<file path="src/rtl/nic_irq_pkg.sv">
package nic_irq_pkg;
  localparam int REG_W     = 32;
  localparam int STATE_W   = 9;
  localparam int STATE_LSB = 17;
  localparam int AIS_BIT   = 15;
  localparam int NIS_BIT   = 16;
  localparam int TOP_LSB   = 28;

  // Routine-completion events feeding the normal summary
  localparam logic [REG_W-1:0] NORM_SET = 32'h0000_4845;
  // Error and state events feeding the abnormal summary
  localparam logic [REG_W-1:0] ABN_SET  = 32'h0C00_37BA;
  localparam logic [REG_W-1:0] EVT_SET  = NORM_SET | ABN_SET;

  localparam logic [REG_W-1:0] MASK_RST = 32'hF3FE_0000;

  typedef struct packed {
    logic wrStatus;
    logic wrMask;
    logic rdMask;
  } strobe_t;
endpackage

</file>
<file path="src/rtl/nic_irq_ctrl.sv">
module nic_irq_ctrl
  import nic_irq_pkg::*;
(
  input  logic    regSel,
  input  logic    regWrEn,
  output strobe_t stb
);
  always_comb begin
    stb.wrStatus = regWrEn & ~regSel;
    stb.wrMask   = regWrEn &  regSel;
    stb.rdMask   = regSel;
  end
endmodule

</file>
<file path="src/rtl/nic_irq_datapath.sv">
module nic_irq_datapath
  import nic_irq_pkg::*;
(
  input  logic               clk,
  input  logic               rstN,
  input  strobe_t            stb,
  input  logic [REG_W-1:0]   wrData,
  input  logic [REG_W-1:0]   evtPulse,
  input  logic [STATE_W-1:0] procState,
  output logic [REG_W-1:0]   rdData,
  output logic [REG_W-1:0]   evtQ,
  output logic [REG_W-1:0]   maskQ,
  output logic               nisQ,
  output logic               aisQ,
  output logic               irqQ
);
  logic [REG_W-1:0] clrBits, setBits, evtD, maskD, enD, statusView;
  logic nisD, aisD, irqD;

  always_comb begin
    clrBits = stb.wrStatus ? (wrData & EVT_SET) : '0;
    setBits = evtPulse & EVT_SET;
    evtD    = (evtQ & ~clrBits) | setBits;
    maskD   = stb.wrMask ? wrData : maskQ;
    enD     = evtD & maskD;
    nisD    = |(enD & NORM_SET);
    aisD    = |(enD & ABN_SET);
    irqD    = (nisD & maskD[NIS_BIT]) | (aisD & maskD[AIS_BIT]);
  end

  always_ff @(posedge clk) begin
    if (!rstN) begin
      evtQ  <= '0;
      maskQ <= MASK_RST;
      nisQ  <= 1'b0;
      aisQ  <= 1'b0;
      irqQ  <= 1'b0;
    end else begin
      evtQ  <= evtD;
      maskQ <= maskD;
      nisQ  <= nisD;
      aisQ  <= aisD;
      irqQ  <= irqD;
    end
  end

  always_comb begin
    statusView = evtQ & EVT_SET;
    statusView[REG_W-1:TOP_LSB] = '1;
    statusView[STATE_LSB +: STATE_W] = procState;
    statusView[NIS_BIT] = nisQ;
    statusView[AIS_BIT] = aisQ;
    rdData = stb.rdMask ? maskQ : statusView;
  end
endmodule

</file>
<file path="src/rtl/nic_irq_status.sv">
module nic_irq_status
  import nic_irq_pkg::*;
(
  input  logic               clk,
  input  logic               rstN,
  input  logic               regSel,
  input  logic               regWrEn,
  input  logic [REG_W-1:0]   regWrData,
  output logic [REG_W-1:0]   regRdData,
  input  logic [REG_W-1:0]   evtPulse,
  input  logic [STATE_W-1:0] procState,
  output logic               irqOut
);
  strobe_t          stb;
  logic [REG_W-1:0] evtQ, maskQ;
  logic             nisQ, aisQ;

  nic_irq_ctrl u_ctrl (
    .regSel (regSel),
    .regWrEn(regWrEn),
    .stb    (stb)
  );

  nic_irq_datapath u_dp (
    .clk      (clk),
    .rstN     (rstN),
    .stb      (stb),
    .wrData   (regWrData),
    .evtPulse (evtPulse),
    .procState(procState),
    .rdData   (regRdData),
    .evtQ     (evtQ),
    .maskQ    (maskQ),
    .nisQ     (nisQ),
    .aisQ     (aisQ),
    .irqQ     (irqOut)
  );
endmodule

</file>
<file path="config.mk">
export PLATFORM = sky130hd
export DESIGN_NAME = nic_irq_status
export DESIGN_NICKNAME = d
export VERILOG_FILES = /design/src/rtl/nic_irq_pkg.sv /design/src/rtl/nic_irq_ctrl.sv /design/src/rtl/nic_irq_datapath.sv /design/src/rtl/nic_irq_status.sv
export SDC_FILE = /design/constraint.sdc
export NUM_CORES = 1
export LEC_CHECK = 0
export CAP_MARGIN = 15
export CORE_ASPECT_RATIO = 0.6
export CORE_MARGIN = 2
export CORE_UTILIZATION = 41
export DETAILED_ROUTE_END_ITERATION = 10
export GPL_ROUTABILITY_DRIVEN = 0
export PLACE_DENSITY_LB_ADDON = 0.3
export RECOVER_POWER = 100
export SLEW_MARGIN = 20
export SYNTH_ARGS = -nofsm -noshare
export SYNTH_HDL_FRONTEND = slang
export SYNTH_HIERARCHICAL = 1
export SYNTH_SLANG_ARGS = --single-unit
</file>
<file path="constraint.sdc">
create_clock -name clk -period 2.3 [get_ports clk]
set_clock_uncertainty 0.1 [all_clocks]
set_input_delay 0.345 -clock clk [delete_from_list [all_inputs] [get_ports clk]]
set_output_delay 0.345 -clock clk [all_outputs]
set_load 0.01 [all_outputs]
</file>
==> results.sh <==
export IMPL_antenna_found_initial=0
export IMPL_grt_ovfl_total=0
export IMPL_cp_slowest_cell="clkdlybuf4s50_1"
export IMPL_drive_above_1_share_pct=9.01
export IMPL_slew_viol_final=0
export IMPL_firstDrtPassIters=4
export IMPL_post_route_period_util_pct=96.8
export IMPL_crit_family="simple AND/OR/NAND/NOR gates"
export IMPL_layout_cells_non_filler=413
export IMPL_initial_core_util_pct=42.0
export IMPL_start_kind="primary input"
export IMPL_rsz0062_at_grt="false"
export IMPL_area_delta_synth_final_pct=51.2
export IMPL_cp_startpoint="regWrEn"
export IMPL_period_needed_ns=2.23
export IMPL_placed_area_um2=3390
export IMPL_path_max_fanout=10
export IMPL_synth_warnings=6
export IMPL_dp_cells=405
export IMPL_cts_hold_buffers=0
export IMPL_maxCapViolCount=0
export IMPL_stdcell_area_um2=3490
export IMPL_slowest_delay_ns=0.46
export IMPL_root_buffer="clkbuf_8"
export IMPL_cts_tree="done"
export IMPL_core_um2=5490
export IMPL_outcome="completed"
export IMPL_hold_class="reg -> reg"
export IMPL_cts_setup_buffers=0
export IMPL_cts_reportedPaths_clkPinSlew_ns=0.09
export IMPL_synthesis_area_um2=2310
export IMPL_via_count=1964
export IMPL_postSynthCellCount=236
export IMPL_clockBufferDepth=2
export IMPL_slew_headroom_pct=52.3
export IMPL_finalHoldViolCount=0
export IMPL_end_kind="flop"
export IMPL_hold_slack_ns=0.368
export IMPL_min_from="u_dp/maskQ[28]"
export IMPL_grt_max_degree=24
export IMPL_powerDensity_nw_per_um2=578
export IMPL_clk_latency_ns=0.30
export IMPL_final_core_util_pct=63.5
export IMPL_max_slew_worst_pin_slew_ns=0.715
export IMPL_fill_cells=475
export IMPL_ant_nets=0
export IMPL_fmax_mhz=449
export IMPL_fin_nets=420
export IMPL_setup_violations_final=0
export IMPL_via_per_inst=4.76
export IMPL_cts_repair_resized=0
export IMPL_rr_worst_depth=5
export IMPL_rows=21
export IMPL_crit_buf_inv=1
export IMPL_hold_path_depth=2
export IMPL_cts_buffers=5
export IMPL_crit_arrival_ns=2.28
export IMPL_drc=0
export IMPL_grt_pass1_vias=1878
export IMPL_cts_sinks=52
export IMPL_r2r_end="u_dp/irqQ"
export IMPL_pin_count=110
export IMPL_diodes=0
export IMPL_die_w_um=101
export IMPL_port_buffers=94
export IMPL_dp_hpwl_um=4260
export IMPL_wl_um=5570
export IMPL_ff2ff_setup_slack_ns=0.70
export IMPL_drtIter0Drc=26
export IMPL_hold_end="u_dp/maskQ[28]"
export IMPL_avgSynthCellArea_um2=9.77
export IMPL_crit_chain="clkdlybuf4s50_1 -> and2b_1 -> a21boi_0 -> o21bai_1 -> o2111ai_1 -> nor4_2 -> o32ai_1"
export IMPL_htree_levels=2
export IMPL_cp_required_ns=2.36
export IMPL_worstSetupPathType="in -> reg"
export IMPL_seqCellArea_um2=1040
export IMPL_multiInputGateArea_um2=1160
export IMPL_wire_per_inst_um=13.5
export IMPL_die_area_um2=6260
export IMPL_syn_nets=313
export IMPL_timing_rr_start="u_dp/evtQ[7]"
export IMPL_p_leak_uw=0.00144
export IMPL_die_h_um=62.1
export IMPL_ir_drop_mv=0.464
export IMPL_grt_first_pass_wirelength_um=8730
export IMPL_grt_usage_pct=17.9
[cell type report]
class | count | area share, %
repair buffers | 115 | 31.1
clock inverters | 2 | 1.01
inverters | 2 | 0.215
flip-flops and latches | 52 | 29.9
multi-input cells | 167 | 33.3
well taps | 69 | 2.48
clock buffers | 6 | 2.08
[per-layer routing]
layer | GRT usage, % | up-vias | share of wire [%]
met3 | 5.59 | 0 | 6.6
met2 | 27.9 | 51 | 43
met5 | 0 | - | 0
met4 | 1.76 | 0 | 0
li1 | - | 1012 | -
met1 | 25.5 | 901 | 51
[metrics by stage]
stage | total power, uW | worst slack, ns | setup TNS (ns)
3_3_place_gp | 1450 | -0.152 | -0.317
5_1_grt | 2130 | 0.0214 | 0
6_report | 2020 | 0.0740 | 0
2_1_floorplan | 1200 | 0.491 | 0
4_1_cts | 2060 | 0.161 | 0
3_5_place_dp | 1450 | -0.159 | -0.323
[cells in the final DEF (no fill, tap or decap), drive strengths merged, types with 9 or more instances in the layout]
cell / instances
buf: 19
clkbuf: 9
clkdlybuf4s50: 61
dlygate4sd3: 32
mux2i: 31
a21oi: 11
nand2: 25
dfxtp: 52
mux2: 29
nor2: 44
[worst max-delay path by stage]
| stage | end | slack (ns) | cells past startpoint |
|---|---|---|---|
| detailed placement | u_dp/irqQ | -0.16 | 7 |
| global route | u_dp/irqQ | 0.02 | 7 |
| global placement | u_dp/irqQ | -0.15 | 8 |
| finish | u_dp/irqQ | 0.07 | 7 |
| CTS | u_dp/irqQ | 0.16 | 8 |
| floorplan | u_dp/irqQ | 0.49 | 8 |
[registers in the layout, indices dropped and copies added, names as in the netlist]
signal	cells
u_dp/evtQ	17
u_dp/maskQ	32
u_dp/nisQ	1
u_dp/aisQ	1
u_dp/irqQ	1
[report_power, final]
part           switching, uW  internal [uW]
Combinational            176            258
Sequential              22.8            955
Clock                    281            323
[worst reg2reg max path: stages, from the launching register on]
cell and delay (ns):
dfxtp_1 0.32, a21boi_0 0.14, o21bai_1 0.18, o2111ai_1 0.21
nor4_2 0.39, o32ai_1 0.12
Power figures use the tool's default switching activity.
